[src/rtl/polar_pe_pkg.sv]
package polar_pe_pkg;
  // Meaning of the partial-sum select bit for the g result.
  typedef enum logic {
    SEL_SUM  = 1'b0,
    SEL_DIFF = 1'b1
  } g_sel_e;
endpackage

[src/rtl/pe_addsub_chain.sv]
// Joint ripple adder-subtractor: sum = x + y, diff = x - y.
// The XOR term is shared per slice; carry and borrow ripple separately.
module pe_addsub_chain #(
  parameter int W = 6
) (
  input  logic [W-1:0] x_i,
  input  logic [W-1:0] y_i,
  output logic [W-1:0] sum_o,
  output logic [W-1:0] diff_o,
  output logic         carry_o,
  output logic         borrow_o
);
  logic [W-1:0] cy;
  logic [W-1:0] bw;
  logic [W-1:0] xr;

  for (genvar i = 0; i < W; i++) begin : g_slice
    assign xr[i] = x_i[i] ^ y_i[i];
    if (i == 0) begin : g_half
      assign sum_o[i]  = xr[i];
      assign diff_o[i] = xr[i];
      assign cy[i]     = x_i[i] & y_i[i];
      assign bw[i]     = ~x_i[i] & y_i[i];
    end else begin : g_full
      assign sum_o[i]  = xr[i] ^ cy[i-1];
      assign diff_o[i] = xr[i] ^ bw[i-1];
      assign cy[i]     = (x_i[i] & y_i[i]) | (xr[i] & cy[i-1]);
      assign bw[i]     = (~x_i[i] & y_i[i]) | (~xr[i] & bw[i-1]);
    end
  end

  assign carry_o  = cy[W-1];
  assign borrow_o = bw[W-1];
endmodule

[src/rtl/pe_tc_to_sm.sv]
// Two's complement to sign-magnitude. The result is one bit wider than the
// input ({sign, W-bit magnitude}), so that -2^(W-1) yields magnitude 2^(W-1).
module pe_tc_to_sm #(
  parameter int W = 5
) (
  input  logic [W-1:0] val_i,
  output logic         sign_o,
  output logic [W-1:0] mag_o
);
  logic [W-1:0] inv;
  logic [W-1:0] inc_cy;
  logic [W-1:0] neg;

  assign inv = ~val_i;

  // Increment of the inverted value through a half-adder ripple.
  for (genvar i = 0; i < W; i++) begin : g_inc
    if (i == 0) begin : g_lsb
      assign inc_cy[i] = 1'b1;
    end else begin : g_up
      assign inc_cy[i] = inv[i-1] & inc_cy[i-1];
    end
    assign neg[i] = inv[i] ^ inc_cy[i];
  end

  assign sign_o = val_i[W-1];
  assign mag_o  = sign_o ? neg : val_i;
endmodule

[src/rtl/pe_sat_narrow.sv]
// Narrows a (W+1)-bit two's-complement value to W bits with clamping.
module pe_sat_narrow #(
  parameter int W = 5
) (
  input  logic [W:0]   wide_i,
  output logic [W-1:0] narrow_o
);
  localparam logic [W-1:0] MAX_POS = {1'b0, {(W-1){1'b1}}};
  localparam logic [W-1:0] MAX_NEG = {1'b1, {(W-1){1'b0}}};

  logic ovf;
  assign ovf = wide_i[W] ^ wide_i[W-1];

  always_comb begin
    if (!ovf)           narrow_o = wide_i[W-1:0];
    else if (wide_i[W]) narrow_o = MAX_NEG;
    else                narrow_o = MAX_POS;
  end
endmodule

[src/rtl/pe_sm_to_tc.sv]
// Sign-magnitude back to W-bit two's complement, compressed with saturation.
module pe_sm_to_tc #(
  parameter int W = 5
) (
  input  logic         sign_i,
  input  logic [W-1:0] mag_i,
  output logic [W-1:0] val_o
);
  localparam logic [W:0] ONE = {{W{1'b0}}, 1'b1};

  logic [W:0] mag_ext;
  logic [W:0] wide;

  assign mag_ext = {1'b0, mag_i};
  assign wide    = sign_i ? (~mag_ext + ONE) : mag_ext;

  pe_sat_narrow #(.W(W)) u_sat (
    .wide_i   (wide),
    .narrow_o (val_o)
  );
endmodule

[src/rtl/polar_minsum_pe.sv]
module polar_minsum_pe
  import polar_pe_pkg::*;
#(
  parameter int Q = 8
) (
  input  logic         clk,
  input  logic         rst_n,
  input  logic [Q-1:0] llr_a_i,
  input  logic [Q-1:0] llr_b_i,
  input  logic         u_i,
  output logic [Q-1:0] f_o,
  output logic [Q-1:0] sum_o,
  output logic [Q-1:0] diff_o,
  output logic [Q-1:0] g_o
);
  localparam int QX = Q + 1;

  // ---------------- sum / difference candidates ----------------
  logic [QX-1:0] a_ext, b_ext, s_ext, d_ext;
  logic          unused_sd_cy, unused_sd_bw;
  logic [Q-1:0]  sum_n, diff_n, g_n, f_n;

  assign a_ext = {llr_a_i[Q-1], llr_a_i};
  assign b_ext = {llr_b_i[Q-1], llr_b_i};

  pe_addsub_chain #(.W(QX)) u_sd_chain (
    .x_i      (b_ext),
    .y_i      (a_ext),
    .sum_o    (s_ext),
    .diff_o   (d_ext),
    .carry_o  (unused_sd_cy),
    .borrow_o (unused_sd_bw)
  );

  pe_sat_narrow #(.W(Q)) u_sat_sum  (.wide_i(s_ext), .narrow_o(sum_n));
  pe_sat_narrow #(.W(Q)) u_sat_diff (.wide_i(d_ext), .narrow_o(diff_n));

  g_sel_e sel;
  assign sel = g_sel_e'(u_i);
  assign g_n = (sel == SEL_DIFF) ? diff_n : sum_n;

  // ---------------- min-sum path ----------------
  logic         sgn_a, sgn_b;
  logic [Q-1:0] mag_a, mag_b, mag_min;
  logic [Q-1:0] unused_mag_sum, unused_mag_diff;
  logic         unused_mag_cy, mag_b_lt_a;

  pe_tc_to_sm #(.W(Q)) u_sm_a (.val_i(llr_a_i), .sign_o(sgn_a), .mag_o(mag_a));
  pe_tc_to_sm #(.W(Q)) u_sm_b (.val_i(llr_b_i), .sign_o(sgn_b), .mag_o(mag_b));

  // Magnitude compare: borrow out of (|b| - |a|) is set when |b| < |a|.
  pe_addsub_chain #(.W(Q)) u_mag_chain (
    .x_i      (mag_b),
    .y_i      (mag_a),
    .sum_o    (unused_mag_sum),
    .diff_o   (unused_mag_diff),
    .carry_o  (unused_mag_cy),
    .borrow_o (mag_b_lt_a)
  );

  assign mag_min = mag_b_lt_a ? mag_b : mag_a;

  pe_sm_to_tc #(.W(Q)) u_to_tc (
    .sign_i (sgn_a ^ sgn_b),
    .mag_i  (mag_min),
    .val_o  (f_n)
  );

  // ---------------- output register ----------------
  logic [Q-1:0] f_q, sum_q, diff_q, g_q;
  logic         primed_q;

  always_ff @(posedge clk or negedge rst_n) begin
    if (!rst_n) begin
      f_q      <= '0;
      sum_q    <= '0;
      diff_q   <= '0;
      g_q      <= '0;
      primed_q <= 1'b0;
    end else begin
      f_q      <= f_n;
      sum_q    <= sum_n;
      diff_q   <= diff_n;
      g_q      <= g_n;
      primed_q <= 1'b1;
    end
  end

  assign f_o    = f_q;
  assign sum_o  = sum_q;
  assign diff_o = diff_q;
  assign g_o    = g_q;

  // ---------------- assertions ----------------
  a_r5_g_follows_sel: assert property (@(posedge clk) disable iff (!rst_n)
    primed_q |-> (g_o == ($past(u_i) ? diff_o : sum_o)));

  a_r3_sum_keeps_sign: assert property (@(posedge clk) disable iff (!rst_n)
    (primed_q && ($past(llr_a_i[Q-1]) == $past(llr_b_i[Q-1])))
      |-> (sum_o[Q-1] == $past(llr_a_i[Q-1])));

  a_r4_diff_self_zero: assert property (@(posedge clk) disable iff (!rst_n)
    (primed_q && ($past(llr_a_i) == $past(llr_b_i))) |-> (diff_o == '0));

  a_r6_f_sign_xor: assert property (@(posedge clk) disable iff (!rst_n)
    (primed_q && (f_o != '0))
      |-> (f_o[Q-1] == ($past(llr_a_i[Q-1]) ^ $past(llr_b_i[Q-1]))));

  a_r6_f_zero_input: assert property (@(posedge clk) disable iff (!rst_n)
    (primed_q && (($past(llr_a_i) == '0) || ($past(llr_b_i) == '0)))
      |-> (f_o == '0));

  a_r2_hold_stable: assert property (@(posedge clk) disable iff (!rst_n)
    (primed_q && $stable(llr_a_i) && $stable(llr_b_i) && $stable(u_i))
      |=> $stable(f_o) && $stable(g_o));
endmodule

[config.mk]
export PLATFORM = sky130hd
export DESIGN_NAME = polar_minsum_pe
export DESIGN_NICKNAME = d
export VERILOG_FILES = /design/src/rtl/polar_pe_pkg.sv /design/src/rtl/pe_addsub_chain.sv /design/src/rtl/pe_tc_to_sm.sv /design/src/rtl/pe_sat_narrow.sv /design/src/rtl/pe_sm_to_tc.sv /design/src/rtl/polar_minsum_pe.sv
export SDC_FILE = /design/constraint.sdc
export NUM_CORES = 1
export LEC_CHECK = 0
export ABC_AREA = 1
export BUFFER_PORTS_ARGS = -buffer_cell sky130_fd_sc_hd__buf_2
export CORE_ASPECT_RATIO = 1.4
export CORE_UTILIZATION = 51
export DETAILED_ROUTE_END_ITERATION = 10
export PLACE_DENSITY = 0.87
export SLEW_MARGIN = 30
export SYNTH_ARGS = -nofsm -noshare
export SYNTH_HDL_FRONTEND = slang
export SYNTH_SLANG_ARGS = --single-unit
export TNS_END_PERCENT = 50
[constraint.sdc]
create_clock -name clk -period 1.4 [get_ports clk]
set_clock_uncertainty 0.15 [all_clocks]
set_input_delay 0.07 -clock clk [delete_from_list [all_inputs] [get_ports clk]]
set_output_delay 0.07 -clock clk [all_outputs]
set_load 0.005 [all_outputs]
==> results of run 1 <==
## final timing paths
| check | end | depth (start not counted) | slack, ns | start |
|---|---|---|---|---|
| max in group asynchronous | sum_o[0]$_DFF_PN0_ | 2 | 0.45 | rst_n |
| hold / removal | diff_o[1]$_DFF_PN0_ | 3 | 0.07 | llr_a_i[1] |
| setup / recovery | g_o[4]$_DFF_PN0_ | 14 | -2.21 | llr_b_i[0] |
| min in group asynchronous | sum_o[6]$_DFF_PN0_ | 2 | 0.21 | rst_n |
## synthesized netlist by cell type
| master | instances |
|---|---|
| nand3_4 | 1 |
| nor2_4 | 2 |
| nand2_8 | 1 |
| o21ai_0 | 32 |
| fa_1 | 14 |
| o21ai_4 | 1 |
| inv_1 | 37 |
| mux2_2 | 2 |
| nand3b_1 | 1 |
| or2_1 | 3 |
| nand2_2 | 11 |
| nand2_4 | 3 |
| dfrtp_1 | 32 |
| nand3_1 | 8 |
| nor2_1 | 2 |
| nand2_1 | 60 |
| o21ai_1 | 1 |
| or2_2 | 1 |
| inv_2 | 10 |
| clkbuf_1 | 2 |
| ha_1 | 24 |
| a21oi_1 | 3 |
| xor2_1 | 2 |
| nand3_2 | 3 |
| xnor2_1 | 1 |
## worst max-delay path, delay by kind of cell
family | cells | cell delay [ns]
buf+inv | 2 | 0.13
simple gates | 2 | 0.28
compound gates | 2 | 0.25
fa+ha+maj | 8 | 2.88
## final cells by class
type / count / area, um^2
clock buffers: 7 / 96.34
fillers: 205 / 679.4
inverters: 47 / 202.7
multi-input cells: 176 / 1633
flip-flops and latches: 32 / 800.8
well taps: 60 / 75.07
repair buffers: 114 / 787.0
## sequential cells by signal, summed over array words and instances (netlist names)
| signal | cells |
|---|---|
| g_o | 8 |
| sum_o | 8 |
| f_o | 8 |
| diff_o | 8 |
## cells by family after synthesis
| group | count (synthesis) | share of synthesized area, % |
|---|---|---|
| muxes | 2 | 0.9755 |
| AOI/OAI and AO/OA | 37 | 8.509 |
| adders and majority gates | 38 | 25.15 |
| and+or+nand+nor | 96 | 21.57 |
| xor gates and xnor gates | 3 | 1.138 |
| DFF | 32 | 34.69 |
| buffers and inverters | 49 | 7.968 |
## power by group
group	switching [mW]	internal, mW	total, mW
combinational	1.01	0.851	1.86
sequential	0.0565	1.15	1.21
clock	0.314	0.437	0.750
total	1.38	2.44	3.82
## layer usage
metal  vias up  track usage [%]
met3        36            5.197
met1      1143            31.92
met4         0            22.38
met2       102            59.89
li1       1041                -
met5         -                0
## repair_timing
action / 4_1_cts / 5_1_grt
gates resized for setup: 81 / 8
pin swaps: 28 / 0
setup endpoints to repair: 32 / 32
setup buffers: 10 / 4
hold buffers: 3 / 0
endpoints found under the hold margin: 34 / 0
==> flow_summary_export.csv, run 1 <==
group,metric,value,unit
synthesis,synth_seq_cells,32,
detailed_routing,num_vias,2322,
sta,finalCritPeriodShare,257.9,%
sta,setup_slack,-2.211,ns
floorplan,rows,28,
cells_and_area,syn_to_final_growth,55.72,%
min_path,hold_class,"in -> reg",
sta,slew_headroom,54.93,%
worst_setup_path,max_stage_delay,0.59,ns
synthesis,ys_top_cells_by_area,"dfrtp_1, ha_1, fa_1, nand2_1, o21ai_0",
cells_and_area,layoutNonFillerInstCount,436,
floorplan,core-area,4274,um^2
clocking,clockRootBuffer,"clkbuf_8",
worst_setup_path,start_kind,"input port",
place,dp.cells,414,
place,dp.final_hpwl,4.350,mm
power,p_leak,1.835,nW
clocking,clkTransAtPathRegs,0.06,ns
synthesis,syn_avg_cell_area,8.982,um^2
synthesis,ys_seq_area_share,34.69,%
sta,drv_slew,0,
detailed_routing,first_pass_iters,4,
power,p_per_area,1062,nW/um^2
cells_and_area,antennaDiodeCount,0,
run_status,violations,"negative setup slack",
worst_setup_path,worst-path-max-fanout,7,
detailed_routing,dr_wl_met3,299,um
detailed_routing,drc,0,
floorplan,start_util,54.01,%
place,dp_slack,-2.440,ns
worst_setup_path,end_kind,"flop",
global_route,grt_pass1_vias,2460,
global_route,grt_max_degree,33,
global_route,antenna_found_initial,0,
synthesis,synth_nets,314,
detailed_routing,highest_layer,"met4",
sta,finalHoldViolCount,0,
detailed_routing,met1_length,2.766,mm
clocking,cts_tree,"built",
detailed_routing,post_drt_wl_per_cell,17.27,um
clocking,clk_path_buf_depth,2,
worst_setup_path,path_cells,"buf_12 > inv_12 > ha_4 > fa_2 > fa_2 > fa_2 > fa_2 > fa_2 > fa_2 > fa_2 > or2_4 > o21ai_0 > nand2_1 > o21ai_0",
floorplan,fp.dieH,81.61,um
sta,fin_setup_tns,-61.97,ns
clocking,numCtsBuffers,5,
sta,final-setup-viol-count,32,
run_status,status,"finished with violations",
synthesis,synth_area,2308,um^2
floorplan,die-width,58.86,um
worst_setup_path,critPathSlowestCell,"fa_2",
detailed_routing,met2WireLength,4.104,mm
cells_and_area,design_area,3595,um^2
cells_and_area,drive_gt1_share,58.51,%
floorplan,ios,51,
worst_setup_path,required,1.39,ns
clocking,cts_max_level,2,
cells_and_area,final_cell_mix,"buf_4, nand2_1, buf_2, dfrtp_1, inv_1",
worst_setup_path,worstPathArrival,3.60,ns
global_route,grt_pass1_wl,11.27,mm
synthesis,ys_types,25,
cells_and_area,post-route-util,84.10,%
detailed_routing,initialDrtViolationCount,159,
detailed_routing,vias_per_cell,5.326,
sta,fin_crit,3.611,ns
cells_and_area,nets,433,
sta,worst_slew_pin_slew,0.6760,ns
synthesis,syn_inst,257,
floorplan,fp.dieArea,4803,um^2
worst_setup_path,cp_common_cell,"fa_2",
worst_setup_path,path_class,"in -> reg",
global_route,globalRouteOverflowTotal,0,
sta,hold_ws,0.06843,ns
power,ir_drop,536.7,uV
clocking,cts_sinks,32,
cells_and_area,final_common_cell,"buf_4",
run,cap_viol_max_count,0,
place,dpl-instance-area,3088,um^2
sta,max_freq,277.0,MHz
place,io_buffer_count,50,
synthesis,ys_warn_count,0,
place,place_congestion,0.8206,
global_route,grtUsageTotal,32.24,%
synthesis,synth_top_area_share,34.69,%
power,power,3.818,mW
detailed_routing,finalWirelength,7.528,mm
synthesis,yosys.area.top_type,"dfrtp_1",
detailed_routing,ant_nets,0,
sta,rsz0062_at_grt,"true",
(Power assumes the default switching activity.)
==> inputs of run 2 (changes only) <==
Settings changed: RECOVER_POWER from default to 50.
==> flow_summary_export.csv, run 2 (same netlist as run 1, synthesis figures left out) <==
group,metric,value,unit
run_status,status,"finished with violations",
run_status,violations,"negative setup slack",
cells_and_area,antennaDiodeCount,0,
floorplan,rows,28,
run,cap_viol_max_count,0,
cells_and_area,syn_to_final_growth,54.69,%
clocking,clockRootBuffer,"clkbuf_8",
detailed_routing,vias_per_cell,5.337,
cells_and_area,final_common_cell,"buf_4",
sta,rsz0062_at_grt,"true",
place,dpl-instance-area,3088,um^2
clocking,cts_sinks,32,
floorplan,ios,51,
detailed_routing,num_vias,2327,
global_route,grt_pass1_vias,2460,
detailed_routing,initialDrtViolationCount,172,
detailed_routing,drc,0,
worst_setup_path,worst-path-max-fanout,7,
min_path,worstHoldStart,"llr_a_i[1]",
cells_and_area,layoutNonFillerInstCount,436,
global_route,grt_max_degree,33,
power,p_per_area,1062,nW/um^2
power,p_leak,1.783,nW
cells_and_area,drive_gt1_share,53.46,%
cells_and_area,n_fill_cell,218,
min_path,hold_path_end,"diff_o[1]$_DFF_PN0_",
worst_setup_path,required,1.39,ns
global_route,antenna_found_initial,0,
worst_setup_path,worstPathArrival,3.60,ns
detailed_routing,first_pass_iters,4,
sta,worst_slew_pin_slew,0.6693,ns
global_route,globalRouteOverflowTotal,0,
detailed_routing,post_drt_wl_per_cell,17.29,um
sta,fin_setup_tns,-62.08,ns
place,place_congestion,0.8206,
cells_and_area,design_area,3571,um^2
min_path,hold_path_depth,3,
worst_setup_path,path_class,"in -> reg",
global_route,grtUsageTotal,32.24,%
clocking,clk_path_buf_depth,2,
floorplan,start_util,54.01,%
clocking,numCtsBuffers,5,
cells_and_area,nets,433,
place,dp.final_hpwl,4.350,mm
global_route,grt_pass1_wl,11.27,mm
sta,drv_slew,0,
cells_and_area,final_cell_mix,"buf_4, nand2_1, dfrtp_1, inv_1, buf_2",
floorplan,core-area,4274,um^2
min_path,hold_class,"in -> reg",
sta,fin_crit,3.611,ns
sta,final-setup-viol-count,32,
worst_setup_path,end_kind,"flop",
floorplan,die-width,58.86,um
clocking,cts_tree,"built",
floorplan,fp.dieH,81.61,um
detailed_routing,finalWirelength,7.538,mm
sta,max_freq,276.9,MHz
sta,finalCritPeriodShare,257.9,%
power,ir_drop,534.5,uV
floorplan,fp.dieArea,4803,um^2
place,dp.cells,414,
worst_setup_path,start_kind,"input port",
clocking,cts_max_level,2,
clocking,clkTransAtPathRegs,0.06,ns
sta,finalHoldViolCount,0,
place,io_buffer_count,50,
sta,setup_slack,-2.211,ns
sta,slew_headroom,55.38,%
detailed_routing,ant_nets,0,
-- run 2: worst max-delay path by stage --
stage / startpoint / to / slack (ns)
4_1_cts: llr_b_i[0] / g_o[1]$_DFF_PN0_ / -2.10
3_5_place_dp: llr_b_i[0] / g_o[1]$_DFF_PN0_ / -2.44
5_1_grt: llr_b_i[0] / g_o[4]$_DFF_PN0_ / -2.25
3_3_place_gp: llr_b_i[0] / g_o[1]$_DFF_PN0_ / -2.37
6_report: llr_b_i[0] / g_o[4]$_DFF_PN0_ / -2.21
2_1_floorplan: llr_b_i[0] / g_o[1]$_DFF_PN0_ / -2.08
-- run 2: routing by layer --
layer,wire (um),part of all wire [%],vias to the layer above,track usage [%]
met3,325,4.3,36,5.197
met2,4093,54,101,59.89
met5,0,0,-,0
met1,2762,37,1149,31.92
li1,-,-,1041,-
met4,357,4.7,0,22.38
-- run 2: power by group --
group / switching, mW / internal, mW / total [mW]
sequential: 0.0624 / 1.15 / 1.22
clock: 0.315 / 0.437 / 0.752
combinational: 1.01 / 0.815 / 1.82
-- run 2: cell type report --
class | count | area [um^2] | area share, %
well taps | 60 | 75.07 | 2.102
inverters | 47 | 202.7 | 5.676
flip-flops and latches | 32 | 800.8 | 22.42
clock buffers | 7 | 96.34 | 2.698
multi-input cells | 176 | 1633 | 45.73
repair buffers | 114 | 763.2 | 21.37
-- run 2: worst max-delay path, cell delays in order --
cell and delay [ns]:
buf_12 0.10, inv_12 0.03, ha_4 0.15, fa_2 0.34
fa_2 0.37, fa_2 0.36, fa_2 0.35, fa_2 0.36
fa_2 0.36, fa_2 0.59, or2_4 0.19, o21ai_0 0.13
nand2_1 0.09, o21ai_0 0.11
-- run 2: stage by stage --
step           hold WS (ns)  total power [mW]  worst slack [ns]  util [%]
6_report            0.06925             3.791            -2.211     83.55
5_1_grt             0.07113             4.000            -2.253     83.55
4_1_cts             0.05112             3.636            -2.098     83.14
3_5_place_dp       -0.02568             2.624            -2.440     72.25
3_3_place_gp       -0.03552             2.548            -2.366     72.25
2_1_floorplan       -0.3756             1.984            -2.084         -
-- run 2: timing repair --
item / 4_1_cts / 5_1_grt
hold buffers: 3 / 0
buffers inserted: 10 / 4
resized for setup: 81 / 8
endpoints found under the setup margin: 32 / 32
pin swaps: 28 / 0
endpoints found under the hold margin: 34 / 0
==> inputs of run 3 (changes only) <==
Settings changed: CAP_MARGIN from default to 20, CORE_UTILIZATION 51 to 49, GPL_TIMING_DRIVEN from default to 1.
Clock period 1.4 ns to 3.1 ns, I/O delays scaled along.
==> flow_summary_export.csv, run 3 (same netlist as run 1, synthesis figures left out) <==
group,metric,value,unit
detailed_routing,ant_nets,0,
detailed_routing,num_vias,2291,
floorplan,fp.dieArea,4994,um^2
worst_setup_path,required,3.12,ns
run_status,status,"finished with violations",
place,dp.cells,408,
worst_setup_path,cp_common_cell,"fa_2",
worst_setup_path,path_cells,"buf_12 > inv_12 > ha_4 > fa_2 > fa_2 > fa_2 > fa_2 > fa_2 > fa_2 > fa_1 > nand2_1 > inv_4 > o21ai_2 > mux2_4",
sta,rsz0062_at_grt,"true",
worst_setup_path,cpLargestDelayFamily,"adder cells",
cells_and_area,final_cell_mix,"buf_4, nand2_1, buf_2, dfrtp_1, inv_1",
place,dp.final_hpwl,4.482,mm
cells_and_area,design_area,3527,um^2
detailed_routing,drc,0,
power,ir_drop,242.5,uV
floorplan,core-area,4536,um^2
global_route,grt_pass1_vias,2231,
detailed_routing,first_pass_iters,5,
global_route,globalRouteOverflowTotal,0,
cells_and_area,drive_gt1_share,54.25,%
cells_and_area,final_common_cell,"buf_4",
global_route,grt_max_degree,33,
cells_and_area,antennaDiodeCount,0,
floorplan,ios,51,
place,dpl-instance-area,3005,um^2
min_path,hold_class,"in -> reg",
place,place_congestion,0.8961,
detailed_routing,finalWirelength,7.363,mm
min_path,worstHoldStart,"llr_a_i[0]",
sta,setup_slack,-0.5202,ns
floorplan,rows,29,
min_path,hold_path_depth,3,
detailed_routing,vias_per_cell,5.365,
run_status,violations,"negative setup slack",
sta,hold_ws,0.06351,ns
cells_and_area,nets,421,
run,cap_viol_max_count,0,
sta,fin_setup_tns,-9.816,ns
worst_setup_path,critPathSlowestCell,"fa_1",
detailed_routing,initialDrtViolationCount,173,
global_route,grtUsageTotal,26.00,%
cells_and_area,layoutNonFillerInstCount,427,
power,p_leak,1.759,nW
power,power,1.678,mW
clocking,clkTransAtPathRegs,0.06,ns
place,io_buffer_count,50,
sta,finalCritPeriodShare,116.8,%
worst_setup_path,path_buf_inv,3,
worst_setup_path,path_class,"in -> reg",
power,p_per_area,475.7,nW/um^2
clocking,cts_max_level,2,
sta,finalHoldViolCount,0,
sta,final-setup-viol-count,31,
sta,fin_crit,3.620,ns
worst_setup_path,worstPathArrival,3.64,ns
floorplan,fp.dieH,83.22,um
sta,worst_slew_pin_slew,0.6755,ns
global_route,antenna_found_initial,0,
clocking,clockRootBuffer,"clkbuf_8",
cells_and_area,post-route-util,77.77,%
sta,max_freq,276.2,MHz
floorplan,start_util,50.90,%
worst_setup_path,worst-path-max-fanout,7,
worst_setup_path,start_kind,"input port",
clocking,numCtsBuffers,5,
global_route,grt_pass1_wl,9.708,mm
detailed_routing,post_drt_wl_per_cell,17.24,um
worst_setup_path,max_stage_delay,0.53,ns
clocking,clk_path_buf_depth,2,
floorplan,die-width,60.01,um
min_path,hold_path_end,"diff_o[0]$_DFF_PN0_",
cells_and_area,syn_to_final_growth,52.79,%
clocking,cts_tree,"built",
place,dp_slack,-0.8962,ns
sta,slew_headroom,54.97,%
clocking,cts_sinks,32,
sta,drv_slew,0,
worst_setup_path,end_kind,"flop",
==> run 3: layout make-up <==
type	instances	area (um^2)
Inverter	47	193.9
Tap cell	62	77.57
Sequential cell	32	800.8
Clock buffer	8	90.09
Multi-Input combinational cell	176	1677
Fill cell	259	1008
Timing Repair Buffer	102	688.2
==> run 3: worst max-delay path by stage <==
stage	start	endpoint	slack [ns]	cells after the start
after floorplan	llr_b_i[0]	g_o[1]$_DFF_PN0_	-0.47	13
after global placement	llr_b_i[0]	g_o[1]$_DFF_PN0_	-0.73	14
after detailed placement	llr_b_i[0]	g_o[6]$_DFF_PN0_	-0.90	15
after CTS	llr_b_i[0]	g_o[1]$_DFF_PN0_	-0.47	14
after global routing	llr_b_i[0]	g_o[1]$_DFF_PN0_	-0.56	14
final	llr_b_i[0]	g_o[1]$_DFF_PN0_	-0.52	14
==> run 3: layer usage <==
layer  share of wire, %  global-route usage (%)  routed length (um)  vias up
met1                 34                   25.40                2535     1111
met3                5.4                   3.738                 395       49
li1                   -                       -                   -     1015
met2                 53                   48.99                3933      116
met4                6.8                   13.95                 498        0
met5                  0                       0                   0        -
==> run 3: what timing repair did <==
item                                   4_1_cts  5_1_grt
buffers inserted                             1        9
pin swaps                                    2       19
gates resized for setup                     25       79
setup endpoints to repair                   32       31
endpoints found under the hold margin       32        0
hold buffers                                 1        0
==> run 3: worst min-delay path, stage by stage <==
cell,delay [ns]
buf_6,0.09
ha_4,0.14
o21ai_2,0.07
==> run 3: power breakdown <==
| part | switching (mW) | internal, mW | leakage [nW] |
|---|---|---|---|
| Sequential | 0.0286 | 0.521 | 0.371 |
| Clock | 0.143 | 0.181 | 0.0455 |
| Combinational | 0.444 | 0.361 | 1.34 |
| Total | 0.615 | 1.06 | 1.76 |
